File: src/rtl/ppr_pkg.sv
package ppr_pkg;
  localparam int LEN_W = 5;
  localparam int CNT_W = LEN_W + 1;

  typedef enum logic [2:0] {
    PH_IDLE, PH_ALE, PH_SETUP, PH_STRB, PH_RECOV
  } phase_t;

  // Control word: bit 7 flash, bit 6 hold, bits 5..1 strobe width, bit 0 latch polarity
  typedef struct packed {
    logic             flash;
    logic             hold;
    logic [LEN_W-1:0] len;
    logic             ale_low;
  } ctl_t;

  // Read-strobe width in cycles; zero is promoted to one
  function automatic logic [CNT_W-1:0] strobe_cycles(input logic [LEN_W-1:0] len);
    return (len == '0) ? CNT_W'(1) : CNT_W'(len);
  endfunction

  // Cycles from latch end to first strobe: F + H + 1
  function automatic logic [CNT_W-1:0] setup_cycles(input logic hold, input logic flash,
                                                    input int flash_cyc);
    return CNT_W'(1) + CNT_W'(hold) + (flash ? CNT_W'(flash_cyc) : CNT_W'(0));
  endfunction

  // Strobe-high recovery between strobes: H + 1
  function automatic logic [CNT_W-1:0] recov_cycles(input logic hold);
    return CNT_W'(1) + CNT_W'(hold);
  endfunction
endpackage

File: src/rtl/ppr_ctl_reg.sv
module ppr_ctl_reg
  import ppr_pkg::*;
(
  input  logic       clk,
  input  logic       rst_n,
  input  logic       wr,
  input  logic [7:0] wdata,
  input  logic       busy,
  output ctl_t       ctl
);
  always_ff @(posedge clk or negedge rst_n) begin
    if (!rst_n)            ctl <= '0;
    else if (wr && !busy)  ctl <= ctl_t'(wdata);
  end
endmodule

File: src/rtl/ppr_fsm.sv
module ppr_fsm
  import ppr_pkg::*;
#(
  parameter int GROUP     = 4,
  parameter int ALE_CYC   = 2,
  parameter int FLASH_CYC = 7,
  localparam int IDX_W    = (GROUP > 1) ? $clog2(GROUP) : 1
) (
  input  logic             clk,
  input  logic             rst_n,
  input  logic             req_valid,
  input  ctl_t             ctl,
  output phase_t           phase,
  output logic [IDX_W-1:0] idx,
  output logic             busy,
  output logic             accept,
  output logic             capture,
  output logic             rsp_valid
);
  logic [CNT_W-1:0] cnt;
  logic             cnt_zero;
  logic             group_end;

  assign cnt_zero  = (cnt == '0);
  assign busy      = (phase != PH_IDLE);
  assign accept    = (phase == PH_IDLE) && req_valid;
  assign capture   = (phase == PH_STRB) && cnt_zero;
  assign group_end = (idx == IDX_W'(GROUP - 1));

  always_ff @(posedge clk or negedge rst_n) begin
    if (!rst_n) begin
      phase     <= PH_IDLE;
      cnt       <= '0;
      idx       <= '0;
      rsp_valid <= 1'b0;
    end else begin
      rsp_valid <= 1'b0;
      case (phase)
        PH_IDLE: if (req_valid) begin
          phase <= PH_ALE;
          cnt   <= CNT_W'(ALE_CYC - 1);
          idx   <= '0;
        end
        PH_ALE: if (cnt_zero) begin
          phase <= PH_SETUP;
          cnt   <= setup_cycles(ctl.hold, ctl.flash, FLASH_CYC) - CNT_W'(1);
        end else cnt <= cnt - CNT_W'(1);
        PH_SETUP: if (cnt_zero) begin
          phase <= PH_STRB;
          cnt   <= strobe_cycles(ctl.len) - CNT_W'(1);
        end else cnt <= cnt - CNT_W'(1);
        PH_STRB: if (cnt_zero) begin
          phase <= PH_RECOV;
          cnt   <= recov_cycles(ctl.hold) - CNT_W'(1);
        end else cnt <= cnt - CNT_W'(1);
        PH_RECOV: if (cnt_zero) begin
          if (group_end) begin
            phase     <= PH_IDLE;
            rsp_valid <= 1'b1;
          end else begin
            idx   <= idx + IDX_W'(1);
            phase <= PH_STRB;
            cnt   <= strobe_cycles(ctl.len) - CNT_W'(1);
          end
        end else cnt <= cnt - CNT_W'(1);
        default: phase <= PH_IDLE;
      endcase
    end
  end
endmodule

File: src/rtl/ppr_pack.sv
module ppr_pack #(
  parameter int GROUP  = 4,
  parameter int BYTE_W = 8,
  localparam int IDX_W = (GROUP > 1) ? $clog2(GROUP) : 1
) (
  input  logic                    clk,
  input  logic                    rst_n,
  input  logic                    capture,
  input  logic [IDX_W-1:0]        idx,
  input  logic [BYTE_W-1:0]       din,
  output logic [GROUP*BYTE_W-1:0] word
);
  for (genvar g = 0; g < GROUP; g++) begin : g_lane
    always_ff @(posedge clk or negedge rst_n) begin
      if (!rst_n)                               word[g*BYTE_W +: BYTE_W] <= '0;
      else if (capture && idx == IDX_W'(g))     word[g*BYTE_W +: BYTE_W] <= din;
    end
  end
endmodule

File: src/rtl/ppr_read_seq.sv
module ppr_read_seq
  import ppr_pkg::*;
#(
  parameter int ADDR_W    = 16,
  parameter int BYTE_W    = 8,
  parameter int GROUP     = 4,
  parameter int ALE_CYC   = 2,
  parameter int FLASH_CYC = 7
) (
  input  logic                    clk,
  input  logic                    rst_n,
  input  logic                    ctl_wr,
  input  logic [7:0]              ctl_wdata,
  input  logic                    req_valid,
  input  logic [ADDR_W-1:0]       req_addr,
  output logic                    busy,
  output logic                    rsp_valid,
  output logic [GROUP*BYTE_W-1:0] rsp_data,
  output logic [ADDR_W-BYTE_W-1:0] bus_addr_hi,
  output logic [BYTE_W-1:0]       bus_ad_out,
  output logic                    bus_ad_oe,
  input  logic [BYTE_W-1:0]       bus_ad_in,
  output logic                    bus_ale,
  output logic                    bus_rd_n
);
  localparam int IDX_W = (GROUP > 1) ? $clog2(GROUP) : 1;

  ctl_t             ctl;
  phase_t           phase;
  logic [IDX_W-1:0] idx;
  logic             evt_accept;
  logic             evt_capture;
  logic             ale_on;
  logic [ADDR_W-1:0] base_q;

  ppr_ctl_reg u_ctl (
    .clk(clk), .rst_n(rst_n), .wr(ctl_wr), .wdata(ctl_wdata), .busy(busy), .ctl(ctl)
  );

  ppr_fsm #(.GROUP(GROUP), .ALE_CYC(ALE_CYC), .FLASH_CYC(FLASH_CYC)) u_fsm (
    .clk(clk), .rst_n(rst_n), .req_valid(req_valid), .ctl(ctl), .phase(phase),
    .idx(idx), .busy(busy), .accept(evt_accept), .capture(evt_capture),
    .rsp_valid(rsp_valid)
  );

  ppr_pack #(.GROUP(GROUP), .BYTE_W(BYTE_W)) u_pack (
    .clk(clk), .rst_n(rst_n), .capture(evt_capture), .idx(idx), .din(bus_ad_in),
    .word(rsp_data)
  );

  always_ff @(posedge clk or negedge rst_n) begin
    if (!rst_n)          base_q <= '0;
    else if (evt_accept) base_q <= req_addr;
  end

  assign ale_on      = (phase == PH_ALE);
  assign bus_ale     = ale_on ^ ctl.ale_low;
  assign bus_ad_oe   = ale_on;
  assign bus_ad_out  = base_q[BYTE_W-1:0];
  assign bus_addr_hi = base_q[ADDR_W-1:BYTE_W];
  assign bus_rd_n    = (phase != PH_STRB);
endmodule

File: config.mk
export PLATFORM = sky130hd
export DESIGN_NAME = ppr_read_seq
export DESIGN_NICKNAME = d
export VERILOG_FILES = /design/src/rtl/ppr_pkg.sv /design/src/rtl/ppr_ctl_reg.sv /design/src/rtl/ppr_fsm.sv /design/src/rtl/ppr_pack.sv /design/src/rtl/ppr_read_seq.sv
export SDC_FILE = /design/constraint.sdc
export NUM_CORES = 1
export LEC_CHECK = 0
export BUFFER_PORTS_ARGS = -buffer_cell sky130_fd_sc_hd__buf_2
export CORE_ASPECT_RATIO = 1.25
export CORE_MARGIN = 2
export CORE_UTILIZATION = 35
export DETAILED_ROUTE_END_ITERATION = 6
export PLACE_DENSITY_LB_ADDON = 0.08
export SLEW_MARGIN = 10
export SYNTH_ARGS = -nofsm -noshare
export SYNTH_HDL_FRONTEND = slang
export SYNTH_SLANG_ARGS = --single-unit
File: constraint.sdc
create_clock -name clk -period 2.9 [get_ports clk]
set_clock_uncertainty 0.15 [all_clocks]
set_input_delay 0.29 -clock clk [delete_from_list [all_inputs] [get_ports clk]]
set_output_delay 0.29 -clock clk [all_outputs]
set_load 0.1 [all_outputs]
* Word level (Yosys, flattened, before mapping)
Index checks and enable logic that the tools add are counted.
Widths: inputs -> output; s select.
** Operators by class
- Multiplexer cells :: 23
- Magnitude comparators :: 0
- Bitwise gates (word level) :: 1
- $add $sub $neg :: 7
- Divide/modulo/power cells :: 0
- Shifts and indexed selects :: 0
- Multipliers :: 0
- Equal/unequal tests :: 15
- Reductions and logical operators :: 18
** Operators with widths (number)
- $mux 6 :: 6
- $pmux 6 s5 :: 1
- $sub 6x1->6 const B :: 4
- $mux 3 :: 6
- $pmux 3 s5 :: 1
- $mux 2 :: 4
- $ne 2x1->1 const B :: 4
- $logic_and 1x1->1 :: 7
- $add 6x6->6 :: 1
- $eq 3x2->1 const B :: 2
- $logic_not 6->1 :: 1
- $logic_not 5->1 :: 1
- $mux 5 :: 1
- $reduce_and 5->1 :: 1
- $reduce_bool 5->1 :: 1
- $eq 2x2->1 const B :: 2
- $ne 2x2->1 const B :: 2
- $pmux 2 s2 :: 1
- $reduce_and 4->1 :: 1
- $eq 3x1->1 const B :: 1
- $eq 3x3->1 const B :: 1
- $logic_not 3->1 :: 1
- $mux 1 :: 3
- $ne 3x2->1 const B :: 1
- other kinds (10) :: 10
** Word-level totals
- Output and inout bits :: 53
- Bits in latches :: 0
- Flip-flop bits (word level) :: 68
- Memory bits (writable) :: 0
- Memories :: 0
- ROM bits :: 0

* Depth between registers and ports, before layout
Gate-level depths: netlist (run 1).
- Depth after elaboration :: 6
- Mapped depth :: 8
- Depth with buffers taken out :: 8

* Cells and area by module
A second synthesis (run 1) with hierarchy kept.
** Second synthesis, totals
- Cells, all modules :: 258
- Area total of the unflattened synthesis :: 3395.8 um^2
** By module, submodules not included
- ppr_pack :: instances 1, sequential area each 800.8 um^2, area an instance 1212.4 um^2, cells each 68
- ppr_fsm :: instances 1, sequential area each 300.3 um^2, area an instance 1159.9 um^2, cells each 135
- ppr_read_seq :: instances 1, sequential area each 400.4 um^2, area an instance 678.2 um^2, cells each 37
- ppr_ctl_reg :: instances 1, sequential area each 200.2 um^2, area an instance 345.3 um^2, cells each 18

* Least setup slack after synthesis (run 1)
Ideal clock, no wire load.
- Path type :: register -> output
- Start :: register u_fsm.phase[1]
- End :: output bus_ale
- Required time :: 2.460 ns
- Arrival :: 3.541 ns
- Setup slack :: -1.081 ns
- Stages on the path, launching flop included :: 5
- Path through :: dfrtp_1 > buf_2 > buf_1 > nor2_1 > xor2_1
** On the way
- Cells in the longest elaborated chain, start to end :: 2
** RTL lines
- start, declared :: line ppr_fsm.sv:13 : output phase_t phase,
- start signal, assigned :: line ppr_fsm.sv:32 : phase <= PH_IDLE;
- start signal, assigned :: line ppr_fsm.sv:40 : phase <= PH_ALE;
- start signal, assigned :: line ppr_fsm.sv:45 : phase <= PH_SETUP;
- $eq 3x1->1 :: line ppr_read_seq.sv:56 : assign ale_on = (phase == PH_ALE);
- via bus_ad_oe :: line ppr_read_seq.sv:21 : output logic bus_ad_oe,
- $xor 1x1->1 :: line ppr_read_seq.sv:57 : assign bus_ale = ale_on ^ ctl.ale_low;
- end, declared :: line ppr_read_seq.sv:23 : output logic bus_ale,
The timed path passes the listed nets, and every way through them passes these cells.

* Worst setup path in the final report (run 1)
- Start :: register u_fsm.phase[0]
- End :: output bus_ale
** On the way
- Cells in the longest elaborated chain, start to end :: 2
** RTL lines (line)
- $eq 3x1->1 :: ppr_read_seq.sv:56
- $xor 1x1->1 :: ppr_read_seq.sv:57
Every way passes these cells.

==> results of run 1 <==
power by group through the flow:
| stage | clock, uW | sequential (uW) | combinational [uW] |
|---|---|---|---|
| after floorplan | 0 | 966 | 1.78 |
| after global placement | 0 | 966 | 53.3 |
| after detailed placement | 0 | 966 | 53.0 |
| after CTS | 948 | 947 | 74.0 |
| after global routing | 990 | 947 | 80.9 |
| final | 916 | 948 | 72.0 |
cells by family after synthesis:
group	count (synthesis)	synth area share (%)
and+or+nand+nor	104	15.2
DFF	68	54.0
muxes	41	14.5
AOI/OAI and AO/OA	34	7.42
buffers and inverters	26	3.53
adders and majority gates	10	3.97
xor gates and xnor gates	5	1.39
sequential cells by signal (all words and copies together) (netlist names):
signal,count
u_pack.word,32
u_fsm.cnt,6
u_ctl.ctl,8
u_fsm.phase,3
u_fsm.rsp_valid,1
u_fsm.idx,2
base_q,16
cell usage in the layout, fill, tap and decap left out, types with 3 or more instances in the layout:
master          n
mux2_2         37
nand3_1         9
nor3_1          3
mux2i_1         4
o22ai_1         4
nand2_1        59
nor2b_1         3
nand2b_1        3
and2_1          6
dfrtp_1        68
ha_1           10
o211ai_1        3
inv_1          12
dlygate4sd3_1  20
buf_2          88
o21ai_0         8
nor2_1         11
a21oi_1         4
clkbuf_8       12
final timing paths:
path | startpoint | end | slack, ns | cells after the start
max in group asynchronous | rst_n | u_fsm.phase[0] | 1.57 | 3
min | ctl_wdata[1] | u_ctl.ctl[1] | 0.02 | 2
min reg2reg | base_q[5] | base_q[5] | 0.32 | 2
min in group asynchronous | rst_n | u_pack.word[24] | 0.37 | 2
max | u_fsm.phase[0] | bus_ale | 0.35 | 4
max reg2reg | u_fsm.cnt[0] | u_pack.word[5] | 0.46 | 7
per-stage QoR:
stage / setup WS (ns) / instance area, sq um / power [uW] / hold WS, ns / util (%)
after detailed placement: 0.452 / 3730 / 1020 / 0.215 / 42.9
after CTS: 0.327 / 4170 / 1970 / 0.00489 / 47.9
after global routing: 0.149 / 4170 / 2020 / 0.0117 / 47.9
after global placement: 0.507 / 3730 / 1020 / 0.219 / 42.9
final: 0.349 / 4170 / 1940 / 0.0221 / 47.9
after floorplan: 0.152 / 3170 / 968 / -0.156 / -
per-layer routing:
layer,up-vias,part of all wire [%],GRT usage [%]
met1,1178,44,19.9
met5,-,0,0
met3,11,4.1,3.57
li1,1199,-,-
met2,51,50,25.4
met4,0,1.7,6.82
final cells by class:
class | instances | area, sq um | area share, %
sequential | 68 | 1700 | 40.8
clock inverter | 3 | 67.6 | 1.62
multi-input combinational | 194 | 1360 | 32.6
clock buffer | 13 | 169 | 4.05
inverter | 12 | 45.0 | 1.08
tap | 120 | 150 | 3.60
timing repair buffer | 111 | 676 | 16.2
==> results.yml, run 1 <==
power:
  vdd.ir_drop.worst_uv: 173
  power_per_cell_area_nw_per_um2: 464
  p_sw_share_pct: 20.4
  power.switching_uw: 394
  clock_power_share_pct: 47.3
  internal_power_uw: 1540
  pwr-share-seq_pct: 49.0
  p_comb_share_pct: 3.7
  p_leak_uw: 0.00224
setup_path:
  critPathRequiredTime_ns: 2.46
  worstPathBufferInverterCount: 1
  worstSetupStartpointType: "flop"
  end_kind: "primary output"
  crit_type: "flop to primary output"
  worst_path_dominant_cell_family: "flip-flops"
  timing.critical_path.slowest_stage_cell: "dfrtp_1"
  worst-endpoint-arrival_ns: 2.11
  timing.critical_path.cells: "nand2b_1 -> nor2_2 -> xor2_4 -> buf_2"
  critical_path.max_stage_delay_ns: 0.67
  crit_fanout: 17
global_route:
  grt_start_max_net_pins: 42
  first_global_vias: 2373
  globalRoute.totalOverflow: 0
  grt_antenna_before_repair: 0
  grtUsageTotal_pct: 15.7
  grt_pass1_wl_um: 11600
synthesis:
  ys_async_sr_fraction_pct: 100
  synthesized_flop_and_latch_total: 68
  ys.flop_type: "dfrtp_1"
  synthMostInstantiatedCell: "dfrtp_1"
  post-synth-top-area-cell: "dfrtp_1"
  synth.top_cells.by_area: "dfrtp_1 54%, mux2_2 13%, nand2_1 7.0%, ha_1 4.0%, nand3_1 1.4%"
  synth.yosys.warnings: 0
  synthesis.instances: 288
  netlist_top_cells_count: "68 x dfrtp_1, 59 x nand2_1, 37 x mux2_2"
  synth.yosys.seq_area_share_pct: 54.0
  syn-num-nets: 334
  synth_area_per_cell_sq_um: 10.9
  synth_cell_type_count: 42
  synth_edf_count: 0
  synthDominantCellAreaShare_pct: 54.0
  netlist_area_sq_um: 3150
floorplan:
  die_h_um: 110
  core-area_sq_um: 8700
  initial_core_utilization_pct: 36.2
  fp-row-count: 38
  io_pins: 89
  die_area_sq_um: 9780
  chipWidth_um: 88.9
final_layout:
  finish.cell_count_without_fillers: 521
  antenna_cells_inserted: 0
  layout-area-overhead-vs-synth_pct: 32.3
  final_nets: 442
  ratio_of_cells_with_drive_above_1_in_the_final_layout_pct: 37.4
  num-fill-cells: 835
routing:
  detail_route.wl_per_cell_um: 14.0
  ant_nets: 0
  starting_drt_drc_count: 75
  viasPerCell: 4.68
  drc: 0
  drtPass1Iterations: 4
  routed-via-count: 2439
  finalWirelength_um: 7310
clocking:
  clock-sinks: 68
  post_cts_buffers: 0
  tritoncts: "built"
  clock_insertion_delay_worst_skew_ns: 0.34
  clk_pin_slew_ns: 0.07
  cts_repair_resize_count: 0
  clockRootBuffer: "clkbuf_8"
  clock_tree.htree_level_count: 3
  post_cts_hold_buffer_count: 20
  cts_buffer_depth: 2
  cts_inserted_buffers: 9
timing:
  setup_violations: 0
  fin_tns_setup_ns: 0
  rsz_0062_raised_after_global_routing: "no"
  final-max-slew-violation-count: 0
  min_period_over_period_pct: 88.0
  period_needed_ns: 2.55
  transition_time_at_the_pin_with_the_least_slew_margin_ns: 0.680
  fmaxAchievable_ghz: 0.392
  hold_viol: 0
  timing.slew.headroom_pct: 54.7
placement:
  dpl.hpwl_um: 5210
  placed_cells_incl_taps: 485
  finalWeightedCongestion: 0.778
  portBuffers: 88
min_path:
  holdCritPathClass: "input pin to flop"
run_status:
  run_status: "finished clean"
flow_run:
  cap_viol_max_count: 0
(Power assumes the default switching activity.)
==> inputs of run 2 (changes only) <==
MAX_ROUTING_LAYER = met4   (was unset)
clock period = 2.6 ns   (was 2.9 ns; I/O delays follow)
==> run 2 against run 1 <==
  * Via count grew 1.6%
  * Die area is the same
  * Core utilization grew 0.59 points
  * Sequential power grew 12%
  * Non-clock buffer count grew 9
  * Clock power shrank 3.4%
  * Count of clock-buffer cells in the layout shrank 4
  * Worst hold slack gained 0.012 ns
  * Combinational power grew 19%
  * Cell count grew 1.7%
  * Sequential cell count is the same
  * Critical endpoint is now u_pack.word[15]
  * Largest power group unchanged
  * Highest routed layer unchanged
==> results.yml, run 2 (same netlist as run 1, synthesis figures left out) <==
routing:
  met3RoutedLength_um: 274
  finalWirelength_um: 7320
  ant_nets: 0
  starting_drt_drc_count: 80
  met2WireLength_um: 3780
  route.top_layer_used: "met4"
  met1Wirelength_um: 3080
  routed-via-count: 2478
  viasPerCell: 4.68
  drtPass1Iterations: 4
  detail_route.wl_per_cell_um: 13.8
  drc: 0
timing:
  fmaxAchievable_ghz: 0.419
  timing.slew.headroom_pct: 59.2
  transition_time_at_the_pin_with_the_least_slew_margin_ns: 0.613
  period_needed_ns: 2.39
  fin_tns_setup_ns: 0
  rsz_0062_raised_after_global_routing: "no"
  setup_violations: 0
  final-max-slew-violation-count: 0
  hold_viol: 0
  min_period_over_period_pct: 91.9
setup_path:
  ff2ff_path_depth: 8
  cp_num_cells: 8
  worst-endpoint-arrival_ns: 2.46
  crit_type: "flop to flop"
  timing.critical_path.slowest_stage_cell: "dfrtp_1"
  timing.critical_path.cells: "inv_1 -> ha_1 -> nor2b_1 -> nand3_1 -> nor2_1 -> and2_1 -> buf_4 -> mux2_2"
  critical_path.max_stage_delay_ns: 0.42
  reg2reg_setup_slack_ns: 0.21
  crit_start: "u_fsm.cnt[0]"
  worstPathBufferInverterCount: 2
  end_kind: "flop"
  rr_endpoint: "u_pack.word[15]"
  critPathRequiredTime_ns: 2.67
  worst_path_dominant_cell_family: "simple AND/OR/NAND/NOR gates"
  crit_fanout: 6
  worstSetupStartpointType: "flop"
  crit-reg2reg-launch: "u_fsm.cnt[0]"
final_layout:
  multi_input_area_sq_um: 1370
  layout.area.seq_sq_um: 1700
  max_reg_flops: 32
  layout-area-overhead-vs-synth_pct: 33.9
  antenna_cells_inserted: 0
  reg.largest.list: "u_pack.word: 32 flops, base_q: 16 flops, u_ctl.ctl: 8 flops"
  finish.instance_area_sq_um: 4220
  layout.cells.most_common: "buf_2"
  ratio_of_cells_with_drive_above_1_in_the_final_layout_pct: 38.5
  layout.cells.most_common_list: "88 x buf_2, 68 x dfrtp_1, 59 x nand2_1, 37 x mux2_2, 25 x dlygate4sd3_1"
  final_core_util_pct: 48.5
  register_ranked_first_by_flip_flop_count: "u_pack.word"
  num-fill-cells: 854
  final_nets: 451
min_path:
  min_from: "bus_ad_in[4]"
  whs_endpoint: "u_pack.word[12]"
  holdCritPathClass: "input pin to flop"
  holdPathStages: 2
global_route:
  globalRoute.totalOverflow: 0
  first_global_vias: 2433
  grtUsageTotal_pct: 16.1
  grt_start_max_net_pins: 45
  grt_pass1_wl_um: 11600
  grt_antenna_before_repair: 0
power:
  power.total_uw: 2030
  vdd.ir_drop.worst_uv: 204
  power_per_cell_area_nw_per_um2: 480
  p_leak_uw: 0.00226
clocking:
  clk_pin_slew_ns: 0.08
  clock_insertion_delay_worst_skew_ns: 0.35
  tritoncts: "built"
  clock_tree.htree_level_count: 3
  cts_inserted_buffers: 9
  clockRootBuffer: "clkbuf_8"
  post_cts_buffers: 0
  cts_buffer_depth: 2
  clock-sinks: 68
floorplan:
  die_area_sq_um: 9780
  chipWidth_um: 88.9
  core-area_sq_um: 8700
  initial_core_utilization_pct: 36.2
  io_pins: 89
  die_h_um: 110
  fp-row-count: 38
placement:
  dpl.hpwl_um: 5300
  portBuffers: 88
  finalWeightedCongestion: 0.847
  placed_cell_area_sq_um: 3770
run_status:
  run_status: "finished clean"
flow_run:
  cap_viol_max_count: 0
==> run 2: cell types whose count changed in the layout (fill, tap and decap cells not counted), sizes merged <==
cell / change
clkbuf: -4
clkinvlp: +2
clkinv: +1
bufinv: -1
buf: +4
inv: +2
dlygate4sd3: +5
==> run 2: layout make-up <==
type	count	area share (%)
clock buffer	9	2.94
clock inverter	7	1.78
inverter	12	1.07
multi-input combinational	194	32.4
sequential	68	40.3
tap	120	3.56
timing repair buffer	120	17.9
==> run 2: worst reg2reg max path, stage by stage, from the launching register on <==
cell and delay (ns):
dfrtp_1 0.42, inv_1 0.07, ha_1 0.22, nor2b_1 0.25, nand3_1 0.19, nor2_1 0.24
and2_1 0.21, buf_4 0.18, mux2_2 0.34
==> run 2: repair_timing <==
action / 4_1_cts / 5_1_grt
resized for setup: 0 / 3
hold buffers: 25 / 0
setup endpoints to repair: 0 / 22
hold endpoints to repair: 48 / 0
==> run 2: per-stage QoR <==
step	setup WS [ns]	std cells	hold slack (ns)
after floorplan	0.229	288	-0.186
after global placement	0.214	489	0.153
after detailed placement	0.134	489	0.158
after CTS	0.120	530	0.00584
after global routing	0.0434	530	0.0208
final	0.211	530	0.0338
==> run 2: worst max path at each step <==
stage                 endpoint  slack [ns]
2_1_floorplan          bus_ale        0.23
3_3_place_gp    u_pack.word[2]        0.21
3_5_place_dp   u_pack.word[26]        0.13
4_1_cts        u_pack.word[26]        0.12
5_1_grt        u_pack.word[15]        0.04
6_report       u_pack.word[15]        0.21
==> run 2: power breakdown <==
group / switching [uW] / internal, uW
clock: 438 / 448
sequential: 0 / 1060
combinational: 38.5 / 47.4
==> run 2: metal layers <==
layer / up-vias / global-route usage, %
met5: - / -
met2: 61 / 25.8
met3: 14 / 2.83
met4: 0 / 9.42
li1: 1216 / -
met1: 1187 / 18.7
==> inputs of run 3 (changes only) <==
SYNTH_HIERARCHICAL = 1   (was unset)
==> run 3 against run 2 <==
  * Register-to-register slack worse by 0.07 ns
  * Combinational power rose to 4.4 times the previous value
  * Clock power rose by 42%
  * Global-route usage is 0.54 points higher
  * Largest cell class unchanged
  * Highest routed layer unchanged
  * Core utilization shrank 1.8 points
  * Critical path depth is the same
  * Worst hold slack worse by 0.018 ns
  * Power is 36% higher
  * Sequential share of layout area down 2.0 points
  * Wire length rose by 9.1%
==> results.yml, run 3 <==
synthesis:
  synthDominantCellAreaShare_pct: 50.1
  synth_edf_count: 0
  syn-num-nets: 300
  synth_cell_type_count: 59
  synth.yosys.warnings: 6
  synthesis.instances: 258
  ys.flop_type: "dfrtp_1"
  synth.top_cells.by_area: "dfrtp_1 50%, mux2_2 13%, mux2_4 8.0%, ha_1 2.2%, mux2i_1 1.5%"
  post-synth-top-area-cell: "dfrtp_1"
  synthMostInstantiatedCell: "dfrtp_1"
  netlist_area_sq_um: 3400
  synth_area_per_cell_sq_um: 13.2
  ys_async_sr_fraction_pct: 100
  synthesized_flop_and_latch_total: 68
  synth.yosys.seq_area_share_pct: 50.1
  netlist_top_cells_count: "68 x dfrtp_1, 39 x mux2_2, 18 x mux2_4"
timing:
  min_period_over_period_pct: 94.5
  hold_viol: 0
  rsz_0062_raised_after_global_routing: "yes"
  finalHoldWorstSlack_ns: 0.0162
  final-max-slew-violation-count: 0
  transition_time_at_the_pin_with_the_least_slew_margin_ns: 0.632
  setup_violations: 0
  fin_tns_setup_ns: 0
  period_needed_ns: 2.46
  fmaxAchievable_ghz: 0.407
  timing.slew.headroom_pct: 57.9
setup_path:
  worst_path_dominant_cell_family: "simple AND/OR/NAND/NOR gates"
  worstPathBufferInverterCount: 2
  timing.critical_path.slowest_stage_cell: "or3b_4"
  crit_type: "flop to flop"
  crit_fanout: 8
  timing.critical_path.cells: "inv_1 -> ha_1 -> or3b_4 -> nor3_4 -> and3_1 -> buf_4 -> nand3b_2 -> mux2_2"
  worstSetupStartpointType: "flop"
  critical_path.max_stage_delay_ns: 0.44
  end_kind: "flop"
  critPathRequiredTime_ns: 2.65
  worst-endpoint-arrival_ns: 2.51
final_layout:
  max_reg_flops: 32
  final_nets: 407
  antenna_cells_inserted: 0
  finish.instance_area_sq_um: 4440
  register_ranked_first_by_flip_flop_count: "u_pack/word"
  layout.cells.most_common: "buf_2"
  ratio_of_cells_with_drive_above_1_in_the_final_layout_pct: 50.0
  layout-area-overhead-vs-synth_pct: 30.7
  reg.largest.list: "u_pack/word: 32 flops, base_q: 16 flops, u_ctl/ctl: 8 flops"
  layout.cells.most_common_list: "88 x buf_2, 68 x dfrtp_1, 39 x mux2_2, 18 x mux2_4, 13 x nor2_1"
clocking:
  clk_pin_slew_ns: 0.05
  clock-sinks: 68
  clock_insertion_delay_worst_skew_ns: 0.32
  clock_tree.htree_level_count: 3
  tritoncts: "built"
  clockRootBuffer: "clkbuf_16"
  cts_buffer_depth: 2
  cts_inserted_buffers: 9
  post_cts_buffers: 0
global_route:
  grt_antenna_before_repair: 0
  globalRoute.totalOverflow: 0
  grt_pass1_wl_um: 13100
  first_global_vias: 2525
  grt_start_max_net_pins: 43
  grtUsageTotal_pct: 16.6
power:
  pwr-share-seq_pct: 40.7
  internal_power_uw: 2070
  p_comb_share_pct: 13.7
  clock_power_share_pct: 45.7
  p_leak_uw: 0.00217
  p_sw_share_pct: 25.2
  power.switching_uw: 695
  power_per_cell_area_nw_per_um2: 623
  vdd.ir_drop.worst_uv: 294
min_path:
  holdCritPathClass: "input pin to flop"
floorplan:
  initial_core_utilization_pct: 35.7
  die_area_sq_um: 10500
  die_h_um: 114
  io_pins: 89
  fp-row-count: 40
  chipWidth_um: 92.1
  core-area_sq_um: 9510
placement:
  placed_cell_area_sq_um: 4060
  portBuffers: 88
  finalWeightedCongestion: 0.794
  dpl.hpwl_um: 5900
routing:
  finalWirelength_um: 7990
  ant_nets: 0
  detail_route.wl_per_cell_um: 16.2
  drc: 0
  viasPerCell: 5.03
  routed-via-count: 2484
  drtPass1Iterations: 5
  starting_drt_drc_count: 69
flow_run:
  cap_viol_max_count: 0
run_status:
  run_status: "finished clean"
run 3: cell type report:
| cell class | count | area (sq um) |
|---|---|---|
| inverter | 7 | 26.3 |
| fill | 883 | 5070 |
| clock buffer | 12 | 246 |
| clock inverter | 2 | 60.1 |
| multi-input combinational | 173 | 1630 |
| tap | 126 | 158 |
| sequential | 68 | 1700 |
| timing repair buffer | 106 | 616 |
run 3: per-layer routing:
metal | share of wire [%] | GRT usage [%]
met4 | 2.2 | 8.26
met1 | 42 | 18.8
met2 | 51 | 27.4
met3 | 4.6 | 4.21
met5 | 0 | -
run 3: per-stage QoR:
stage,power [uW],utilization (%),setup WS [ns],std cells
finish,2760,46.7,0.142,494
global route,2890,46.7,-0.0269,494
CTS,2810,46.5,0.110,493
detailed placement,1520,42.7,0.129,474
global placement,1510,42.7,0.180,474
floorplan,1390,-,0.0223,258
run 3: path summary, 6_finish.rpt:
| check | startpoint | endpoint | slack (ns) | cells past startpoint |
|---|---|---|---|---|
| max | u_fsm/cnt[0] | u_pack/word[20] | 0.14 | 8 |
| min | ctl_wdata[1] | u_ctl/ctl[1] | 0.02 | 2 |
| max reg2reg | u_fsm/cnt[0] | u_pack/word[20] | 0.14 | 8 |
| min reg2reg | u_pack/word[13] | u_pack/word[13] | 0.35 | 1 |
| max in group asynchronous | rst_n | u_fsm/cnt[0] | 1.31 | 3 |
| min in group asynchronous | rst_n | base_q[7] | 0.34 | 2 |
run 3: what timing repair did:
item                                    4_1_cts  5_1_grt
gates resized for setup                       0        1
hold buffers                                  5        1
endpoints found under the setup margin        0       14
hold endpoints to repair                     30        1
run 3: logic make-up (layout without fill, tap and decap cells):
kind of cell | Yosys count | in the layout | share of synthesized area, %
buffers and inverters | 17 | 127 | 2.87
AOI/OAI and AO/OA | 40 | 40 | 8.84
DFF | 68 | 68 | 50.1
xor gates and xnor gates | 3 | 3 | 0.774
muxes | 62 | 62 | 22.4
and+or+nand+nor | 62 | 62 | 12.8
adders and majority gates | 6 | 6 | 2.21
run 3: power by group through the flow:
stage	Sequential (uW)	Combinational [uW]	Clock, uW
5_1_grt	1130	402	1360
6_report	1120	377	1260
3_3_place_gp	1140	370	0
3_5_place_dp	1140	374	0
4_1_cts	1120	380	1300
2_1_floorplan	1270	121	0
